File: config.mk
export PLATFORM = sky130hd
export DESIGN_NAME = iocfg_lock
export DESIGN_NICKNAME = d
export VERILOG_FILES = /design/src/rtl/iocfg_lock_pkg.sv /design/src/rtl/iocfg_lock_ctrl.sv /design/src/rtl/iocfg_lock_dp.sv /design/src/rtl/iocfg_lock.sv
export SDC_FILE = /design/constraint.sdc
export NUM_CORES = 1
export LEC_CHECK = 0
export ABC_AREA = 1
export BUFFER_PORTS_ARGS = -buffer_cell sky130_fd_sc_hd__buf_4
export CAP_MARGIN = 20
export CORE_MARGIN = 2
export CORE_UTILIZATION = 49
export CTS_BUF_LIST = sky130_fd_sc_hd__clkbuf_2 sky130_fd_sc_hd__clkbuf_4 sky130_fd_sc_hd__clkbuf_8
export CTS_CLUSTER_DIAMETER = 100
export CTS_CLUSTER_SIZE = 30
export DETAILED_ROUTE_END_ITERATION = 8
export PLACE_DENSITY = 0.79
export SLEW_MARGIN = 5
export SYNTH_ARGS = -nofsm -noshare
export SYNTH_HDL_FRONTEND = slang
export SYNTH_SLANG_ARGS = --single-unit
File: constraint.sdc
create_clock -name clk -period 1.45 [get_ports clk]
set_clock_uncertainty 0.05 [all_clocks]
set_input_delay 0.29 -clock clk [delete_from_list [all_inputs] [get_ports clk]]
set_output_delay 0.29 -clock clk [all_outputs]
set_load 0.02 [all_outputs]
File: src/rtl/iocfg_lock_pkg.sv
package iocfg_lock_pkg;
  localparam int ADDR_W = 4;

  typedef enum logic [ADDR_W-1:0] {
    A_OWN_SET  = 4'd0,
    A_OWN_CLR  = 4'd1,
    A_OWN_STAT = 4'd2,
    A_MD_SET   = 4'd3,
    A_MD_CLR   = 4'd4,
    A_MD_STAT  = 4'd5,
    A_PU_CLR   = 4'd6,
    A_PU_SET   = 4'd7,
    A_PU_STAT  = 4'd8,
    A_SEL_LO   = 4'd9,
    A_SEL_HI   = 4'd10,
    A_LOCK     = 4'd11
  } regAddr_e;

  typedef struct packed {
    logic ownSet;
    logic ownClr;
    logic mdSet;
    logic mdClr;
    logic puSet;
    logic puClr;
    logic selLoWr;
    logic selHiWr;
  } cfgStrobe_t;
endpackage

File: src/rtl/iocfg_lock_ctrl.sv
module iocfg_lock_ctrl
  import iocfg_lock_pkg::*;
(
  input  logic              wrEn,
  input  logic [ADDR_W-1:0] wrAddr,
  output cfgStrobe_t        strb
);
  always_comb begin
    strb = '0;
    if (wrEn) begin
      case (regAddr_e'(wrAddr))
        A_OWN_SET: strb.ownSet  = 1'b1;
        A_OWN_CLR: strb.ownClr  = 1'b1;
        A_MD_SET:  strb.mdSet   = 1'b1;
        A_MD_CLR:  strb.mdClr   = 1'b1;
        A_PU_SET:  strb.puSet   = 1'b1;
        A_PU_CLR:  strb.puClr   = 1'b1;
        A_SEL_LO:  strb.selLoWr = 1'b1;
        A_SEL_HI:  strb.selHiWr = 1'b1;
        default:   strb = '0;  // status and unmapped writes
      endcase
    end
  end
endmodule

File: src/rtl/iocfg_lock_dp.sv
module iocfg_lock_dp
  import iocfg_lock_pkg::*;
#(
  parameter int NUM_LINES = 32
) (
  input  logic                 clk,
  input  logic                 rstN,
  input  cfgStrobe_t           strb,
  input  logic [NUM_LINES-1:0] wrData,
  input  logic [NUM_LINES-1:0] lockReq,
  input  logic [ADDR_W-1:0]    rdAddr,
  output logic [NUM_LINES-1:0] rdData,
  output logic [NUM_LINES-1:0] pioOwn,
  output logic [NUM_LINES-1:0] mdEn,
  output logic [NUM_LINES-1:0] puEn,
  output logic [NUM_LINES-1:0] selLo,
  output logic [NUM_LINES-1:0] selHi,
  output logic [NUM_LINES-1:0] lockState
);
  for (genvar i = 0; i < NUM_LINES; i++) begin : g_line
    logic lk, own, md, pu, s0, s1;
    logic guard;

    // lock request in the same cycle already blocks the write
    assign guard = lk | lockReq[i];

    always_ff @(posedge clk) begin
      if (!rstN)           lk <= 1'b0;
      else if (lockReq[i]) lk <= 1'b1;
    end

    always_ff @(posedge clk) begin
      if (!rstN) begin
        own <= 1'b1;
        md  <= 1'b0;
        pu  <= 1'b1;
        s0  <= 1'b0;
        s1  <= 1'b0;
      end else if (!guard) begin
        if (wrData[i]) begin
          if (strb.ownSet)      own <= 1'b1;
          else if (strb.ownClr) own <= 1'b0;
          if (strb.mdSet)       md  <= 1'b1;
          else if (strb.mdClr)  md  <= 1'b0;
          if (strb.puSet)       pu  <= 1'b1;
          else if (strb.puClr)  pu  <= 1'b0;
        end
        if (strb.selLoWr) s0 <= wrData[i];
        if (strb.selHiWr) s1 <= wrData[i];
      end
    end

    assign lockState[i] = lk;
    assign pioOwn[i]    = own;
    assign mdEn[i]      = md;
    assign puEn[i]      = pu;
    assign selLo[i]     = s0;
    assign selHi[i]     = s1;
  end

  always_comb begin
    case (regAddr_e'(rdAddr))
      A_OWN_STAT: rdData = pioOwn;
      A_MD_STAT:  rdData = mdEn;
      A_PU_STAT:  rdData = puEn;
      A_SEL_LO:   rdData = selLo;
      A_SEL_HI:   rdData = selHi;
      A_LOCK:     rdData = lockState;
      default:    rdData = '0;
    endcase
  end

  AST_LOCK_STICKY: assert property (@(posedge clk) disable iff (!rstN)
    1'b1 |=> ((lockState & $past(lockState)) == $past(lockState)));
  AST_LOCK_TAKES: assert property (@(posedge clk) disable iff (!rstN)
    (lockReq != '0) |=> ((lockState & $past(lockReq)) == $past(lockReq)));
  AST_OWN_HELD: assert property (@(posedge clk) disable iff (!rstN)
    1'b1 |=> (((pioOwn ^ $past(pioOwn)) & $past(lockState | lockReq)) == '0));
  AST_MD_HELD: assert property (@(posedge clk) disable iff (!rstN)
    1'b1 |=> (((mdEn ^ $past(mdEn)) & $past(lockState | lockReq)) == '0));
  AST_PU_HELD: assert property (@(posedge clk) disable iff (!rstN)
    1'b1 |=> (((puEn ^ $past(puEn)) & $past(lockState | lockReq)) == '0));
  AST_SEL_HELD: assert property (@(posedge clk) disable iff (!rstN)
    1'b1 |=> ((((selLo ^ $past(selLo)) | (selHi ^ $past(selHi)))
               & $past(lockState | lockReq)) == '0));
  AST_IDLE_STABLE: assert property (@(posedge clk) disable iff (!rstN)
    (strb == '0) |=> ($stable(pioOwn) && $stable(mdEn) && $stable(puEn)
                      && $stable(selLo) && $stable(selHi)));
endmodule

File: src/rtl/iocfg_lock.sv
module iocfg_lock
  import iocfg_lock_pkg::*;
#(
  parameter int NUM_LINES = 32
) (
  input  logic                 clk,
  input  logic                 rstN,
  input  logic                 wrEn,
  input  logic [ADDR_W-1:0]    wrAddr,
  input  logic [NUM_LINES-1:0] wrData,
  input  logic [ADDR_W-1:0]    rdAddr,
  output logic [NUM_LINES-1:0] rdData,
  input  logic [NUM_LINES-1:0] lockReq,
  output logic [NUM_LINES-1:0] pioOwn,
  output logic [NUM_LINES-1:0] mdEn,
  output logic [NUM_LINES-1:0] puEn,
  output logic [NUM_LINES-1:0] selLo,
  output logic [NUM_LINES-1:0] selHi,
  output logic [NUM_LINES-1:0] lockState
);
  cfgStrobe_t strb;

  iocfg_lock_ctrl u_ctrl (
    .wrEn   (wrEn),
    .wrAddr (wrAddr),
    .strb   (strb)
  );

  iocfg_lock_dp #(.NUM_LINES(NUM_LINES)) u_dp (
    .clk       (clk),
    .rstN      (rstN),
    .strb      (strb),
    .wrData    (wrData),
    .lockReq   (lockReq),
    .rdAddr    (rdAddr),
    .rdData    (rdData),
    .pioOwn    (pioOwn),
    .mdEn      (mdEn),
    .puEn      (puEn),
    .selLo     (selLo),
    .selHi     (selHi),
    .lockState (lockState)
  );
endmodule

; After elaboration in Yosys (flattened, before gate mapping)
; Index checks and enable logic that the tools add are counted.
[word_totals]
reg_bits = 192
wordCells = 449
out_inout_bits = 224
[classes]
muxes = 16
n_reduce_logical = 164
eq_ne = 13
n_bitwise = 64
[ops]
columns = op, count
row1 = $reduce_and A3 Y1, 96
row2 = $pmux W32 S6, 1
row3 = $reduce_and A2 Y1, 64
row4 = $not A1 Y1, 32
row5 = $or A1 B1 Y1, 32
row6 = $eq A4 B4 Y1 const B, 6
row7 = $eq A4 B3 Y1 const B, 4
row8 = $mux W1, 14
row9 = $eq A4 B2 Y1 const B, 2
row10 = $mux W8, 1
row11 = $reduce_bool A2 Y1, 3
row12 = $eq A4 B1 Y1 const B, 1
row13 = $logic_not A4 Y1, 1

; Longest topological paths before layout
; Gate-level depths: netlist of run 1.
[depth]
depth_word = 5
depth_mapped = 8
ltp_nobuf = 8

; Hierarchy
; Synthesis of run 1 repeated with hierarchy kept, for this count alone.
[unflattened]
hier_cells = 1565
area_unflattened_um2 = 10432.5
[by_module_without_submodules]
columns = mod, seq_area_each_um2, area_each_um2, cells_each, n_inst
row1 = iocfg_lock_dp, 3843.7, 10357.4, 1546, 1
row2 = iocfg_lock_ctrl, 0.0, 75.1, 19, 1

; Least setup slack after synthesis of run 1
; OpenSTA, ideal clock, no wires.
[synth_timing]
path_type = input to output
start = input rdAddr[3]
end = output rdData[15]
t_arrival_ps = 1260
path_stages = 6
slack_ps = -150
cell_sequence = nor2_1 nand2_1 buf_2 nor2_1 nor2_1 nand3_1
[synth_between]
elab_chain_len = 2
elab_cells_between_ends = 7
[synth_lines]
columns = element, line_no
row1 = start: declaration, iocfg_lock.sv:11  ; input logic [ADDR_W-1:0] rdAddr,
row2 = "$eq A4 B4 Y1, or another cell as far along", iocfg_lock_dp.sv:62  ; case (regAddr_e'(rdAddr))
row3 = $pmux W32 S6 (*), iocfg_lock_dp.sv:62
row4 = end: declaration, iocfg_lock.sv:12  ; output logic [NUM_LINES-1:0] rdData,
; Every way passes the cells marked *; elsewhere a longest branch is shown, timed or not.

; Worst setup path after layout of run 1
[layout_timing]
start = input rdAddr[3]
end = output rdData[25]
; Same word-level chain as after synthesis.

==> results of run 1 <==
-- state kept, by name, summed over array words and instances, names as in the netlist --
register / cells
u_dp.g_line.pu: 32
u_dp.g_line.s1: 32
u_dp.g_line.md: 32
u_dp.g_line.s0: 32
u_dp.g_line.lk: 32
u_dp.g_line.own: 32
-- final timing paths --
kind / startpoint / endpoint / slack, ns
worst max-delay path: rdAddr[3] / rdData[25] / -0.27
worst min-delay path: lockReq[15] / u_dp.g_line[15].lk / 0.02
worst max register to register: u_dp.g_line[21].lk / u_dp.g_line[21].pu / 0.15
worst min register to register: u_dp.g_line[3].s1 / u_dp.g_line[3].s1 / 0.43
-- worst reg2reg max path: cells and delay by family, from the launching register on --
kind                   cells  cell delay, ns
AND/OR/NAND/NOR            4            0.46
flip-flops                 1            0.33
buffers and inverters      2            0.35
-- metal layers --
metal  part of all wire (%)  vias up
li1                       -     5225
met1                     38     5288
met2                     48      634
met3                     11      139
met4                    3.8        0
met5                      0        -
-- Yosys cell counts --
cell type	count	area share (%)
nand2_1	584	21
buf_4	192	14
dfxtp_1	192	37
nand3_1	184	8.9
a21oi_1	137	6.6
nor2_1	108	3.9
buf_2	46	2.2
inv_1	46	1.7
clkbuf_1	29	1.1
nor3b_1	26	1.9
o21ai_0	13	0.63
clkinv_1	2	0.073
nor2_4	2	0.22
inv_2	1	0.036
nand4_1	1	0.061
nor2_2	1	0.061
nor3_1	1	0.048
nor3_2	1	0.097
-- layout make-up --
class	instances	area (sq um)	area share, %
Inverter	49	201.4	1.394
Clock inverter	13	151.4	1.048
Multi-Input combinational cell	1058	5061	35.02
Timing Repair Buffer	463	4463	30.88
Clock buffer	19	255.2	1.766
Tap cell	275	344.1	2.381
Sequential cell	192	3975	27.51
-- through the flow --
stage          instances  util, %  power (mW)
3_3_place_gp        1955    58.56       7.131
3_5_place_dp        1955    58.56       7.155
4_1_cts             2059    67.10       10.98
6_report            2069    69.40       11.06
2_1_floorplan       1566        -       6.439
5_1_grt             2069    69.40       11.44
-- cell families after synthesis --
| family | synth area share (%) |
|---|---|
| buffers and inverters | 19.03 |
| AO/OA/AOI/OAI | 7.273 |
| AND/OR/NAND/NOR | 36.46 |
| flip-flops | 37.24 |
-- power by group --
part | internal [mW] | switching [mW]
clock network | 1.64 | 2.05
registers | 5.37 | 0.0916
logic | 0.828 | 1.08
total | 7.84 | 3.23
-- what timing repair did --
action,4_1_cts,5_1_grt
hold buffers,16,1
cloned,5,0
setup endpoints to repair,34,85
endpoints found under the hold margin,16,2
setup buffers,51,19
pin swaps,44,25
resized for setup,231,141
==> run summary, run 1 <==
status - complete, but fails checks
failing checks - setup timing
DR vias - 11.29k
leading cell type in the layout, fill and taps excluded - nand2_1
Synth Instances - 1566
commonest non-fill, non-tap cells in the layout - nand2_1, buf_4, nand3_1
M2 GR Usage - 53.02%
number of port buffers - 298
DRC errors left - 0
post-synth cell types - 18
worst slew pin tran - 0.3576 ns
core area - 20820 sq um
Worst-Skew Late Latency - 0.47 ns
placed cell areas - 12190 sq um
Nets - 1856
HPWL after DPL - 23820 um
Die Area - 22240 sq um
CP startpoint kind - input pin
largest net degree at the start of global routing - 54
crit path kind - input pin to primary output
post-synthesis sequential area ratio - 37.24%
Mapped Area - 10320 sq um
grt peak-use layer - met2
drt initial violations - 908
CTS tree - built
Initial DRT Pass Iterations - 6
Crit path max-delay family - simple AND/OR/NAND/NOR gates
design area - 14450 sq um
Max-Slew Margin vs Limit - 76.16%
Global Route Usage Sum - 32.29%
final worst slack - -0.2693 ns
CP required - 1.11 ns
Max H-tree Level - 4
DP Worst Slack - -0.3551 ns
first-pass GRT wire length - 55880 um
num ports - 299
Sink Count - 192
Max VDD drop - 663.1 uV
Tcrit/Tclk final - 118.6%
DIE WIDTH - 149.1 um
Synth warnings - 0
Worst Path Buf+Inv - 5
Reg2Reg Depth - 6
root buf cell - clkbuf_8
register clock-pin slew on the reported worst setup and hold paths - 0.11 ns
syn nets - 1641
Area Overhead vs Synth - 40.00%
GPL Wtd Cong - 0.8724
final global-route overflow total - 0
Die Y - 149.1 um
layout cells sized above 1 - 39.69%
final hold violations - 0
met1 Use GR - 40.68%
max-slew violation count - 0
CP arrival - 1.38 ns
post-DR vias/cell - 5.455
final count of negative-setup-slack endpoints - 33
max_cap viols - 0
vias in the first global route - 10.56k
Antenna Cells - 0
Crit-path slowest cell - nor2_4
Power Density - 765.5 nW/um^2
Pleak - 6.495 nW
Hold Crit Class - input pin to flop
Achievable Freq - 581.6 MHz
Fillers - 1626
Initial Utilization - 49.57%
crit path cell chain - buf_12, inv_4, nor2_4, nand2_2, inv_4, buf_8, nand2_2, nand2_1, nor2_1, nand2_1, buf_6
wire per inst - 18.20 um
critical path depth - 11
initial antenna violation count - 0
setup_tns - -6.857 ns
Avg Inst Size Synth - 6.592 sq um
CTS Buffer Depth - 2
crit path max fanout - 6
crit end category - primary output
Final min period - 1.719 ns
Hold Slack - 0.02451 ns
ANT nets after route - 0
Routed WL - 37650 um
RSZ-0062 raised after global routing - yes
met3 usage - 7.890%
Rows - 53
hold depth - 3
Yosys reg bits - 192
CTS Buf Count - 17
max incr delay on CP - 0.23 ns
(Power assumes the default switching activity.)
==> run 2, diff against run 1 <==
Settings changed: PLACE_DENSITY 0.79 to 0.78.
==> run 2 against run 1 <==
Effect of this change: the flow still finishes with violations (setup timing); core utilization down 4.2 points; first-iteration DRC count down 6.4%; worst setup slack worse by 0.066 ns; cell area down 6.0%; critical path depth down 1; largest power group unchanged.
==> run summary, run 2 (synthesized netlist as in run 1, its figures left out) <==
Fillers - 1816
Die Y - 149.1 um
core area - 20820 sq um
Max VDD drop - 605.9 uV
CTS Buf Count - 17
Antenna Cells - 0
CTS Buffer Depth - 2
vias in the first global route - 10.22k
Power Density - 814.6 nW/um^2
design area - 13580 sq um
DR vias - 10.99k
GPL Wtd Cong - 0.8792
final cell count without fillers - 2021
layout cells sized above 1 - 32.13%
Worst-Skew Late Latency - 0.47 ns
Die Area - 22240 sq um
max_cap viols - 0
Rows - 53
final global-route overflow total - 0
post-DR vias/cell - 5.435
Achievable Freq - 560.2 MHz
Clock Power Share - 33.9%
max-slew violation count - 0
ANT nets after route - 0
Final Core Density - 65.21%
largest net degree at the start of global routing - 43
Comb power frac - 16.6%
RSZ-0062 raised after global routing - yes
switching share of power - 28.66%
placed cell areas - 12260 sq um
drt initial violations - 850
Global Route Usage Sum - 32.07%
wire per inst - 18.26 um
Max H-tree Level - 4
Reg power frac - 49.5%
Reg area - 3870 sq um
met3 WL - 3812 um
Multi-input gate area - 5002 sq um
final hold violations - 0
final worst slack - -0.3352 ns
met1 wire length - 14360 um
DRC errors left - 0
highest metal layer with signal wires - met4
Pint - 7.891 mW
initial antenna violation count - 0
first-pass GRT wire length - 54900 um
Initial Utilization - 49.57%
CP required - 1.11 ns
Nets - 1809
DIE WIDTH - 149.1 um
crit path max fanout - 8
leading cell type in the layout, fill and taps excluded - nand2_1
num ports - 299
NetSw - 3.171 mW
crit end category - primary output
Hold Slack - 0.02150 ns
placed insts - 1964
crit path kind - input pin to primary output
root buf cell - clkbuf_8
Final min period - 1.785 ns
register clock-pin slew on the reported worst setup and hold paths - 0.10 ns
Initial DRT Pass Iterations - 5
Hold Crit Class - input pin to flop
CP startpoint kind - input pin
Routed WL - 36910 um
Met2 Routed Length - 17420 um
final count of negative-setup-slack endpoints - 34
Pleak - 6.292 nW
failing checks - setup timing
commonest non-fill, non-tap cells in the layout - nand2_1, buf_4, dfxtp_1
Area Overhead vs Synth - 31.55%
Max-Slew Margin vs Limit - 68.85%
status - complete, but fails checks
number of port buffers - 298
Sink Count - 192
HPWL after DPL - 24500 um
worst slew pin tran - 0.4672 ns
Tcrit/Tclk final - 123.1%
CTS tree - built
CP arrival - 1.45 ns
[run 2: power groups by stage]
stage | registers [mW] | logic [mW] | clock network (mW)
finish | 5.48 | 1.83 | 3.75
detailed placement | 5.58 | 1.60 | 0
floorplan | 5.55 | 0.887 | 0
global route | 5.49 | 1.93 | 3.99
CTS | 5.46 | 1.79 | 3.79
global placement | 5.58 | 1.57 | 0
[run 2: per-stage QoR]
| step | setup slack (ns) | TNS (ns) | total power [mW] |
|---|---|---|---|
| 2_1_floorplan | 0.001073 | 0 | 6.439 |
| 3_3_place_gp | -0.3348 | -9.912 | 7.153 |
| 3_5_place_dp | -0.3546 | -11.69 | 7.181 |
| 4_1_cts | -0.2865 | -7.850 | 11.05 |
| 5_1_grt | -0.3658 | -10.37 | 11.41 |
| 6_report | -0.3352 | -8.842 | 11.06 |
[run 2: worst max-delay path: stages]
cell	delay, ns
buf_12	0.11
clkinv_8	0.04
buf_8	0.09
nand2_8	0.06
nor3_4	0.26
buf_6	0.15
buf_12	0.15
a21oi_2	0.06
nand2_1	0.09
buf_6	0.12
[run 2: cell type report]
type,count,area share [%]
multi-input cells,1058,36.84
flip-flops and latches,192,28.50
repair buffers,416,27.64
well taps,275,2.534
clock buffers,18,1.824
inverters,49,1.483
clock inverters,13,1.179
[run 2: metal layers]
layer  vias up  GRT usage, %
li1       5131             -
met2       600         52.58
met4         0         13.52
met3       105         9.297
met5         -             0
met1      5149         39.45
[run 2: worst paths after layout]
path | start | endpoint | slack, ns | depth (start not counted)
setup / recovery | rdAddr[2] | rdData[24] | -0.34 | 10
hold / removal | lockReq[21] | u_dp.g_line[21].lk | 0.02 | 3
setup reg to reg | u_dp.g_line[4].lk | u_dp.g_line[4].md | 0.16 | 6
hold reg to reg | u_dp.g_line[26].own | u_dp.g_line[26].own | 0.43 | 2
[run 2: what timing repair did]
action | CTS | global route
pin swaps | 35 | 18
endpoints found under the setup margin | 32 | 43
cloned | 6 | 0
setup buffers | 11 | 1
resized for setup | 123 | 60
hold buffers | 11 | 0
hold endpoints to repair | 11 | 0
==> run 3, diff against run 2 <==
Settings changed: CORE_ASPECT_RATIO from default to 0.8.
==> run 3 against run 2 <==
Effect of this change: the flow still finishes with violations (setup timing); clock-buffer cell count is 1 lower; sequential power hardly changed; hold slack better by 0.0079 ns; die area hardly changed; first-iteration DRC count is 28% higher; register-to-register slack better by 0.03 ns; largest power group unchanged.
==> run summary, run 3 (synthesized netlist as in run 1, its figures left out) <==
status - complete, but fails checks
failing checks - setup timing
Hold Slack - 0.02944 ns
crit end category - primary output
first-pass GRT wire length - 56840 um
Crit-path slowest cell - nor3_4
placed cell areas - 12200 sq um
DR vias - 11.17k
CP required - 1.11 ns
DIE WIDTH - 166.3 um
CP startpoint kind - input pin
Max H-tree Level - 4
commonest non-fill, non-tap cells in the layout - nand2_1, buf_4, nand3_1
GPL Wtd Cong - 0.8879
final count of negative-setup-slack endpoints - 32
HPWL after DPL - 24950 um
DRC errors left - 0
final global-route overflow total - 0
CTS tree - built
post-DR vias/cell - 5.495
Nets - 1826
Die Y - 133.8 um
Final min period - 1.802 ns
met1 Use GR - 41.66%
register clock-pin slew on the reported worst setup and hold paths - 0.11 ns
Global Route Usage Sum - 32.60%
number of port buffers - 298
CP dominant cell by count - buf_6
Sink Count - 192
Hold Crit Class - input pin to flop
worst reg-to-reg setup slack - 0.19 ns
initial antenna violation count - 0
leading cell type in the layout, fill and taps excluded - nand2_1
Power Density - 789.4 nW/um^2
max incr delay on CP - 0.20 ns
Initial Utilization - 49.87%
Tcrit/Tclk final - 124.2%
Initial DRT Pass Iterations - 7
DP Worst Slack - -0.7386 ns
Die Area - 22250 sq um
Area Overhead vs Synth - 33.10%
design area - 13740 sq um
layout cells sized above 1 - 33.39%
RSZ-0062 raised after global routing - yes
Max VDD drop - 485.0 uV
hold depth - 3
setup_tns - -9.655 ns
Pleak - 6.371 nW
Max-Slew Margin vs Limit - 77.23%
ANT nets after route - 0
final worst slack - -0.3516 ns
final hold violations - 0
Achievable Freq - 555.1 MHz
max-slew violation count - 0
Routed WL - 38360 um
crit path kind - input pin to primary output
num ports - 299
largest net degree at the start of global routing - 53
Reg2Reg Depth - 6
drt initial violations - 1087
met3 usage - 7.672%
M2 GR Usage - 52.81%
max_cap viols - 0
Worst-Skew Late Latency - 0.49 ns
worst slew pin tran - 0.3412 ns
crit path max fanout - 8
Antenna Cells - 0
core area - 20700 sq um
vias in the first global route - 10.21k
root buf cell - clkbuf_8
wire per inst - 18.87 um
crit path cell chain - buf_8, buf_8, inv_8, buf_6, nor3_4, buf_6, buf_12, nand2_4, nand3_2, buf_6
CTS Buffer Depth - 2
CP arrival - 1.46 ns
CTS Buf Count - 17
grt peak-use layer - met2
Rows - 47
==> run 3: cell types whose count changed in the layout (fill, tap and decap cells not counted), moves of 4 or more <==
cell,previous run,this run
nand3_1,157,165
dlygate4sd3_1,11,24
buf_6,42,51
nand2_1,549,553
dfxtp_2,21,53
buf_4,328,321
buf_12,29,24
a21oi_4,0,6
nand3_2,23,18
a21oi_2,16,12
nand2_2,23,17
buf_8,3,8
inv_6,3,7
dfxtp_1,171,139
==> run 3: layout make-up <==
cell class / instances / area (sq um)
repair buffers: 432 / 3910
multi-input cells: 1059 / 4995
clock buffers: 17 / 234.0
fillers: 1696 / 6960
clock inverters: 15 / 150.1
flip-flops and latches: 192 / 3910
inverters: 49 / 203.9
well taps: 269 / 336.6
==> run 3: critical path, delay by kind of cell <==
| kind | cells | cell delay [ns] |
|---|---|---|
| simple gates | 3 | 0.34 |
| buf+inv | 7 | 0.80 |
==> run 3: stage by stage <==
| step | cells | util, % | total power [mW] |
|---|---|---|---|
| finish | 2033 | 66.37 | 10.85 |
| CTS | 2029 | 64.97 | 10.76 |
| global route | 2033 | 66.37 | 11.22 |
| global placement | 1958 | 58.95 | 7.147 |
| floorplan | 1566 | - | 6.439 |
| detailed placement | 1958 | 58.95 | 7.171 |
==> run 3: timing repair <==
action / 4_1_cts / 5_1_grt
setup buffers: 11 / 3
endpoints found under the hold margin: 24 / 0
setup endpoints to repair: 38 / 58
cloned: 4 / 2
resized for setup: 135 / 85
pin swaps: 20 / 15
hold buffers: 24 / 0
==> run 3: path summary, 6_finish.rpt <==
| kind | endpoint | startpoint |
|---|---|---|
| worst max-delay path | rdData[18] | rdAddr[1] |
| worst min-delay path | u_dp.g_line[20].lk | lockReq[20] |
| worst max register to register | u_dp.g_line[4].md | u_dp.g_line[4].lk |
| worst min register to register | u_dp.g_line[24].pu | u_dp.g_line[24].pu |
==> run 3: where the power goes <==
group	switching, mW	internal [mW]
registers	0.107	5.37
logic	1.07	0.796
clock network	2.22	1.27
==> run 3: layer usage <==
| layer | up-vias | share of wire (%) | wire length (um) |
|---|---|---|---|
| met1 | 5197 | 40 | 15260 |
| li1 | 5167 | - | - |
| met4 | 0 | 4.3 | 1637 |
| met3 | 122 | 10 | 3945 |
| met2 | 685 | 46 | 17520 |
| met5 | - | 0 | 0 |
